<file path="config.mk">
export PLATFORM = sky130hd
export DESIGN_NAME = src_state_ctrl
export DESIGN_NICKNAME = d
export VERILOG_FILES = /design/src/rtl/isc_pkg.sv /design/src/rtl/isc_ctrl.sv /design/src/rtl/isc_datapath.sv /design/src/rtl/src_state_ctrl.sv
export SDC_FILE = /design/constraint.sdc
export NUM_CORES = 1
export LEC_CHECK = 0
export BUFFER_PORTS_ARGS = -buffer_cell sky130_fd_sc_hd__buf_2
export CORE_MARGIN = 1.5
export CORE_UTILIZATION = 64
export CTS_CLUSTER_SIZE = 28
export DETAILED_ROUTE_END_ITERATION = 8
export GPL_TIMING_DRIVEN = 0
export PLACE_DENSITY = 0.91
export SYNTH_ARGS = -nofsm -noshare
export SYNTH_HDL_FRONTEND = slang
export SYNTH_SLANG_ARGS = --single-unit
</file>
<file path="constraint.sdc">
create_clock -name clk -period 3.8 [get_ports clk]
set_input_delay 0.76 -clock clk [delete_from_list [all_inputs] [get_ports clk]]
set_output_delay 0.76 -clock clk [all_outputs]
set_load 0.01 [all_outputs]
</file>
<file path="src/rtl/isc_pkg.sv">
package isc_pkg;
  localparam int PRIO_W = 8;
  localparam logic [PRIO_W-1:0] PRIO_OFF = 8'hFF;

  typedef struct packed {
    logic visit;
    logic rejEn;
    logic eoiEn;
  } ctlStrobe_t;
endpackage

</file>
<file path="src/rtl/isc_ctrl.sv">
module isc_ctrl
  import isc_pkg::*;
#(
  parameter int NUM_SRC = 8,
  localparam int IDX_W = $clog2(NUM_SRC)
) (
  input  logic             clk,
  input  logic             rstN,
  input  logic             resendReq,
  input  logic             rejValid,
  input  logic             eoiValid,
  output logic             busy,
  output logic [IDX_W-1:0] visitIdx,
  output ctlStrobe_t       strobe
);
  localparam logic [IDX_W-1:0] LAST = IDX_W'(NUM_SRC - 1);

  logic [IDX_W-1:0] scanCnt;

  always_ff @(posedge clk or negedge rstN) begin
    if (!rstN) begin
      busy    <= 1'b0;
      scanCnt <= '0;
    end else if (!busy) begin
      if (resendReq) begin
        busy    <= 1'b1;
        scanCnt <= '0;
      end
    end else if (scanCnt == LAST) begin
      busy <= 1'b0;
    end else begin
      scanCnt <= scanCnt + 1'b1;
    end
  end

  assign visitIdx     = scanCnt;
  assign strobe.visit = busy;
  assign strobe.rejEn = rejValid & ~busy;
  assign strobe.eoiEn = eoiValid & ~busy;
endmodule

</file>
<file path="src/rtl/isc_datapath.sv">
module isc_datapath
  import isc_pkg::*;
#(
  parameter int NUM_SRC = 8,
  parameter int SRV_W = 4,
  parameter int NUM_W = 12,
  parameter int OFFSET = 16,
  parameter logic [NUM_SRC-1:0] LEVEL_MAP = '0,
  localparam int IDX_W = $clog2(NUM_SRC)
) (
  input  logic               clk,
  input  logic               rstN,
  input  ctlStrobe_t         strobe,
  input  logic [IDX_W-1:0]   visitIdx,
  input  logic [NUM_SRC-1:0] irqIn,
  input  logic               cfgWe,
  input  logic [IDX_W-1:0]   cfgIdx,
  input  logic [SRV_W-1:0]   cfgServer,
  input  logic [PRIO_W-1:0]  cfgPrio,
  input  logic [PRIO_W-1:0]  cfgSaved,
  input  logic [IDX_W-1:0]   rdIdx,
  output logic [SRV_W-1:0]   rdServer,
  output logic [PRIO_W-1:0]  rdPrio,
  output logic [PRIO_W-1:0]  rdSaved,
  input  logic [NUM_W-1:0]   rejNum,
  input  logic [NUM_W-1:0]   eoiNum,
  output logic               presValid,
  input  logic               presReady,
  output logic [SRV_W-1:0]   presServer,
  output logic [NUM_W-1:0]   presNum,
  output logic [PRIO_W-1:0]  presPrio
);
  logic [NUM_SRC-1:0] reqVec;
  logic [NUM_SRC-1:0] grantVec;
  logic [SRV_W-1:0]   srvArr [NUM_SRC];
  logic [PRIO_W-1:0]  prioArr[NUM_SRC];
  logic [PRIO_W-1:0]  savArr [NUM_SRC];
  logic [IDX_W-1:0]   selIdx;

  // lowest index wins
  always_comb begin
    selIdx    = '0;
    presValid = 1'b0;
    for (int k = NUM_SRC - 1; k >= 0; k--) begin
      if (reqVec[k]) begin
        selIdx    = IDX_W'(k);
        presValid = 1'b1;
      end
    end
  end

  for (genvar i = 0; i < NUM_SRC; i++) begin : g_src
    localparam logic [NUM_W-1:0] MY_NUM = NUM_W'(OFFSET + i);
    localparam bit IS_LVL = LEVEL_MAP[i];

    logic [SRV_W-1:0]  srvQ;
    logic [PRIO_W-1:0] prioQ, savQ, prioN;
    logic assQ, sentQ, rejQ, mpQ, reqQ;
    logic sentN, rejN, mpN, fire;
    logic cfgHit, rejHit, eoiHit, visitHit, maskN, chk;

    assign grantVec[i] = presReady & presValid & (selIdx == IDX_W'(i));
    assign cfgHit   = cfgWe & (cfgIdx == IDX_W'(i));
    assign rejHit   = strobe.rejEn & (rejNum == MY_NUM);
    assign eoiHit   = strobe.eoiEn & (eoiNum == MY_NUM);
    assign visitHit = strobe.visit & (visitIdx == IDX_W'(i));
    assign prioN    = cfgHit ? cfgPrio : prioQ;
    assign maskN    = (prioN == PRIO_OFF);

    always_comb begin
      sentN = sentQ;
      rejN  = rejQ;
      mpN   = mpQ;
      fire  = 1'b0;
      chk   = 1'b0;
      if (IS_LVL) begin
        sentN = sentQ & ~rejHit & ~eoiHit;
        chk   = cfgHit | visitHit | (irqIn[i] != assQ);
        if (chk && !maskN && irqIn[i] && !sentN) begin
          sentN = 1'b1;
          fire  = 1'b1;
        end
      end else begin
        if (cfgHit && mpQ && !maskN) begin
          mpN  = 1'b0;
          fire = 1'b1;
        end
        if (rejHit) rejN = 1'b1;
        if (visitHit && rejQ) begin
          rejN = 1'b0;
          if (!maskN) fire = 1'b1;
        end
        if (irqIn[i]) begin
          if (maskN) mpN = 1'b1;
          else       fire = 1'b1;
        end
      end
    end

    always_ff @(posedge clk or negedge rstN) begin
      if (!rstN) begin
        srvQ  <= '0;
        prioQ <= PRIO_OFF;
        savQ  <= PRIO_OFF;
        assQ  <= 1'b0;
        sentQ <= 1'b0;
        rejQ  <= 1'b0;
        mpQ   <= 1'b0;
        reqQ  <= 1'b0;
      end else begin
        if (cfgHit) begin
          srvQ <= cfgServer;
          savQ <= cfgSaved;
        end
        prioQ <= prioN;
        assQ  <= IS_LVL ? irqIn[i] : 1'b0;
        sentQ <= sentN;
        rejQ  <= rejN;
        mpQ   <= mpN;
        reqQ  <= (reqQ & ~grantVec[i]) | fire;
      end
    end

    assign reqVec[i]  = reqQ;
    assign srvArr[i]  = srvQ;
    assign prioArr[i] = prioQ;
    assign savArr[i]  = savQ;
  end

  assign presServer = srvArr[selIdx];
  assign presPrio   = prioArr[selIdx];
  assign presNum    = NUM_W'(OFFSET) + NUM_W'(selIdx);
  assign rdServer   = srvArr[rdIdx];
  assign rdPrio     = prioArr[rdIdx];
  assign rdSaved    = savArr[rdIdx];
endmodule

</file>
<file path="src/rtl/src_state_ctrl.sv">
module src_state_ctrl
  import isc_pkg::*;
#(
  parameter int NUM_SRC = 8,
  parameter int SRV_W = 4,
  parameter int NUM_W = 12,
  parameter int OFFSET = 16,
  parameter logic [NUM_SRC-1:0] LEVEL_MAP = 8'hF0,
  localparam int IDX_W = $clog2(NUM_SRC)
) (
  input  logic               clk,
  input  logic               rstN,
  input  logic [NUM_SRC-1:0] irqIn,
  input  logic               cfgWe,
  input  logic [IDX_W-1:0]   cfgIdx,
  input  logic [SRV_W-1:0]   cfgServer,
  input  logic [7:0]         cfgPrio,
  input  logic [7:0]         cfgSaved,
  input  logic [IDX_W-1:0]   rdIdx,
  output logic [SRV_W-1:0]   rdServer,
  output logic [7:0]         rdPrio,
  output logic [7:0]         rdSaved,
  input  logic               rejValid,
  input  logic [NUM_W-1:0]   rejNum,
  input  logic               eoiValid,
  input  logic [NUM_W-1:0]   eoiNum,
  input  logic               resendReq,
  output logic               busy,
  output logic               presValid,
  input  logic               presReady,
  output logic [SRV_W-1:0]   presServer,
  output logic [NUM_W-1:0]   presNum,
  output logic [7:0]         presPrio
);
  ctlStrobe_t       strobe;
  logic [IDX_W-1:0] visitIdx;

  isc_ctrl #(.NUM_SRC(NUM_SRC)) u_ctrl (
    .clk(clk), .rstN(rstN), .resendReq(resendReq),
    .rejValid(rejValid), .eoiValid(eoiValid),
    .busy(busy), .visitIdx(visitIdx), .strobe(strobe)
  );

  isc_datapath #(
    .NUM_SRC(NUM_SRC), .SRV_W(SRV_W), .NUM_W(NUM_W),
    .OFFSET(OFFSET), .LEVEL_MAP(LEVEL_MAP)
  ) u_dp (
    .clk(clk), .rstN(rstN), .strobe(strobe), .visitIdx(visitIdx),
    .irqIn(irqIn), .cfgWe(cfgWe), .cfgIdx(cfgIdx),
    .cfgServer(cfgServer), .cfgPrio(cfgPrio), .cfgSaved(cfgSaved),
    .rdIdx(rdIdx), .rdServer(rdServer), .rdPrio(rdPrio), .rdSaved(rdSaved),
    .rejNum(rejNum), .eoiNum(eoiNum),
    .presValid(presValid), .presReady(presReady),
    .presServer(presServer), .presNum(presNum), .presPrio(presPrio)
  );
endmodule

</file>
==> out/qor_table.md <==
| Metric | Reported | Unit |
| --- | --- | --- |
| Clk sinks | 188 | - |
| Layout cell share with drive strength beyond 1 | 57.4 | % |
| Post-Syn Instances | 795 | - |
| Area inside the core boundary | 15300 | um2 |
| Flip-flop and latch count after synthesis | 188 | - |
| Result of the run | finished, violations left | - |
| Critical path buffer and inverter count | 5 | - |
| Clock latency on the worst-skew pair | 0.44 | ns |
| Failing checks | setup timing | - |
| Worst-case headroom to the max-slew limit | 29.1 | % |
| Internal cell power | 4.36 | mW |
| Post-Place Cells | 1110 | - |
| Crit Path Class | flip-flop to output pin | - |
| Highest attainable clock frequency | 262 | MHz |
| Part of the total power dissipated in the clock network | 27.2 | % |
| Antenna Diode Count | 0 | - |
| Final number of setup-violating endpoints | 5 | - |
| Post-route insts no fill | 1149 | - |
| Average wire length per cell after detail routing | 26.3 | um |
| Minimum setup slack in the final design | -0.0219 | ns |
| CTS H-Tree Depth | 4 | - |
| First-pass GRT wire length | 44.8 | mm |
| Syn-to-layout area delta | 15.5 | % |
| Worst hold path type | primary input to async pin | - |
| Cts bufs inserted | 17 | - |
| Sequential cell area fraction in the yosys report | 48.0 | % |
| TritonCTS clock tree | built | - |
| Pwr Total | 6.25 | mW |
| Setup slack of the worst register-to-register path | 1.18 | ns |
| Final count of pins violating max slew | 0 | - |
| Final worst path period need | 3.82 | ns |
| Antenna violations before repair | 0 | - |
| LEAKAGE | 4.71 | nW |
| Critical Path Sink Type | output pin | - |
| Largest cells by area after synthesis | dfstp_2 33%, mux2_2 20%, dfrtp_1 15%, mux4_2 8.9%, nand2_1 2.6% | - |
| Switch Pwr | 1.90 | mW |
| Endpoint required time on the critical path | 3.04 | ns |
| Most common cell on crit path | buf_4 | - |
| Top FF cell, synth | dfstp_2 | - |
| Reg2Reg Capture Point | u_dp.g_src[4].reqQ | - |
| Data arrival time at the worst-slack endpoint | 3.06 | ns |
| Count of pins on the block boundary | 111 | - |
| Worst slew pin tran | 1.06 | ns |
| Vias in the first global route | 8086 | - |
| GR Util All Layers | 36.7 | % |
| Average via count per standard cell | 7.18 | - |
| Layout filler cell count | 897 | - |
| Critical path launch point | u_dp.g_src[2].reqQ | - |
| Remaining Overflow, GRT | 0 | - |
| Pin count of the biggest net entering global routing | 107 | - |
| Worst-path cell chain | clkbuf_1, nor2_2, o31a_1, clkbuf_4, nor4b_4, buf_4, buf_4, a21oi_1, a22oi_1, o221a_1, buf_2 | - |
| Startpoint class of the critical path | flip-flop | - |
| Root buffer cell | clkbuf_16 | - |
| Number of endpoints with negative hold slack in the final report | 0 | - |
| Slowest Stage Delay on Critical Path | 0.44 | ns |
| Final routed wirelength across all metal layers | 30.2 | mm |
| Count of unique library cells instantiated by Yosys | 63 | - |
| Number of violations reported at the end of detailed-routing iteration 0 | 1243 | - |
| Post-cts hold buffer count | 0 | - |
| Async set or reset register ratio after synthesis | 100 | % |
| Portion of total power attributed to combinational logic | 24.0 | % |
| Areal power density over the cells | 534 | nW/um2 |
| Switching share of power | 30.3 | % |
| Max IR drop VDD | 0.000398 | V |
| Yosys top cell by area | dfstp_2 | - |
| Routability congestion estimate from global placement | 0.980 | - |
| Share of total power in sequential cells | 48.8 | % |
| Vertical die dimension | 129 | um |
| Post-route clock skew | 0.00694 | ns |
| Critical path peak fanout | 10 | - |
| Total of max-cap violations | 0 | - |
| Total number of nets in the final design | 996 | - |
| Clk slew on worst S/H paths | 0.07 | ns |
| # DRC | 0 | - |
| Number of iterations in the first detailed-routing pass | 7 | - |
| Count of warnings emitted by yosys | 0 | - |
| HPWL Detailed | 19.3 | mm |
| Die area | 16600 | um2 |
| Instance count on the critical path | 11 | - |
| Remaining number of nets flagged by the antenna check after routing | 0 | - |
| Reg-to-reg startpoint | u_dp.g_src[2].reqQ | - |
| CP max-delay cell | clkbuf_1 | - |
| Part of the cycle the worst path needs | 101 | % |
| Average cell area after synthesis | 12.8 | um2 |
| Standard-cell row count | 45 | - |
| Total via count in the routed design | 8254 | - |
| Die X-Extent | 129 | um |
| Number of enable-type register cells in the synthesized netlist | 0 | - |
| Port Buffer Count | 96 | - |
| Initial standard-cell utilization of the core | 66.2 | % |
| Path depth of the worst reg2reg path | 8 | - |
| Cell family with most CP delay | buffers and inverters | - |
| CTS Buffer Depth | 2 | - |
| Share of Yosys cell area claimed by the top area cell type | 33.2 | % |
| Synth Cell Area | 10100 | um2 |
[synth_stat cells (6+ instances only)]
cell      instances
a21oi_1          14
a221oi_1         21
a32oi_1           6
buf_1             9
buf_2             6
buf_4            11
clkbuf_1         34
dfrtp_1          60
dfstp_2         128
ha_1              6
inv_1            19
mux2_2          180
mux2i_1           6
mux4_2           40
nand2_1          69
nand3_1          18
nand3b_1          7
nand4_1          12
nand4b_1          8
nor2_1           22
nor3_1            8
nor3b_1           6
o21ai_0          16
[registers in the layout, indices dropped and copies added, names as in the netlist, 4 cells and up]
name,flops
u_dp.g_src.srvQ,32
u_dp.g_src.savQ,64
u_dp.g_src.rejQ,4
u_dp.g_src.prioQ,64
u_dp.g_src.reqQ,8
u_dp.g_src.mpQ,4
u_dp.g_src.sentQ,4
u_dp.g_src.assQ,4
[timing repair]
| item | in CTS | in global routing |
|---|---|---|
| pin swaps | 0 | 3 |
| buffers inserted | 2 | 5 |
| setup endpoints to repair | 32 | 12 |
| resized for setup | 15 | 25 |
[stage by stage]
stage                     instance area, um2  setup WS [ns]  hold WS, ns  utilization (%)  setup TNS [ns]
after floorplan                        10200          0.777        0.445                -               0
after global placement                 10900         -0.879        0.467             71.2          -52.89
after detailed placement               10900         -0.107        0.480             71.5           -1.32
after CTS                              11600         0.0137        0.319             75.6               0
after global routing                   11700        -0.0705        0.333             76.5          -0.428
final                                  11700        -0.0219        0.287             76.5         -0.0327
[layout make-up]
class / count / area, um2 / share of cell area (%)
Clock buffer: 20 / 437 / 3.73
Timing Repair Buffer: 104 / 583 / 4.98
Buffer: 61 / 312 / 2.66
Sequential cell: 188 / 4860 / 41.5
Clock inverter: 12 / 113 / 0.962
Multi-Input combinational cell: 532 / 5060 / 43.2
Tap cell: 211 / 264 / 2.25
Inverter: 21 / 78.8 / 0.673
[kinds of logic (layout without fill, tap and decap cells)]
| logic type | count (synthesis) | in the layout | synth area share (%) |
|---|---|---|---|
| mux | 226 | 226 | 29.5 |
| compound gates | 110 | 110 | 8.60 |
| other cells | 2 | 9 | 0.0741 |
| buf+inv | 82 | 218 | 3.59 |
| flops | 188 | 188 | 48.0 |
| fa+ha+maj | 6 | 6 | 0.740 |
| simple gates | 181 | 181 | 9.55 |
[layout by cell type, fill, tap and decap left out, types with 6 or more instances in the layout]
master     synthesis  final
nand4b_1           8      8
ha_1               6      6
dfstp_2          128    128
buf_1              9      7
a221oi_1          21     14
a21oi_1           14     14
buf_2              6     99
mux4_2            40     40
nand3b_1           7      7
buf_4             11     17
clkbuf_16          0     17
nor3_1             8      7
clkbuf_2           0      8
dfrtp_1           60     60
nor3b_1            6      6
a32oi_1            6      6
mux2_2           180    180
mux2i_1            6      6
a221oi_2           0      7
nand4_1           12     12
conb_1             2      9
nand2_1           69     68
inv_1             19     19
nand3_1           18     18
o21ai_0           16     16
clkbuf_1          34     29
nor2_1            22     19
[power by group through the flow]
| stage | logic, mW | clock network [mW] | registers, mW |
|---|---|---|---|
| 2_1_floorplan | 1.04 | 0 | 2.88 |
| 3_3_place_gp | 1.37 | 0 | 2.99 |
| 3_5_place_dp | 1.43 | 0 | 3.02 |
| 4_1_cts | 1.46 | 1.71 | 3.01 |
| 5_1_grt | 1.60 | 1.80 | 3.08 |
| 6_report | 1.50 | 1.70 | 3.05 |
[per-layer routing]
layer / vias up / track usage [%] / routed length, um / part of all wire (%)
met3: 215 / 10.7 / 3660 / 12
met2: 728 / 55.6 / 13700 / 45
met1: 4036 / 47.4 / 10800 / 36
li1: 3275 / - / - / -
met5: - / 0 / 0 / 0
met4: 0 / 21.8 / 2050 / 6.8
[how the worst max path moves through the flow]
stage                            endpoint  slack (ns)
finish                        presPrio[5]       -0.02
global route                  presPrio[5]       -0.07
CTS                           presPrio[5]        0.01
detailed placement              rdPrio[2]       -0.11
global placement    u_dp.g_src[7].srvQ[0]       -0.88
floorplan                     rdServer[0]        0.78
No activity file was read; power rests on OpenSTA's default activity.
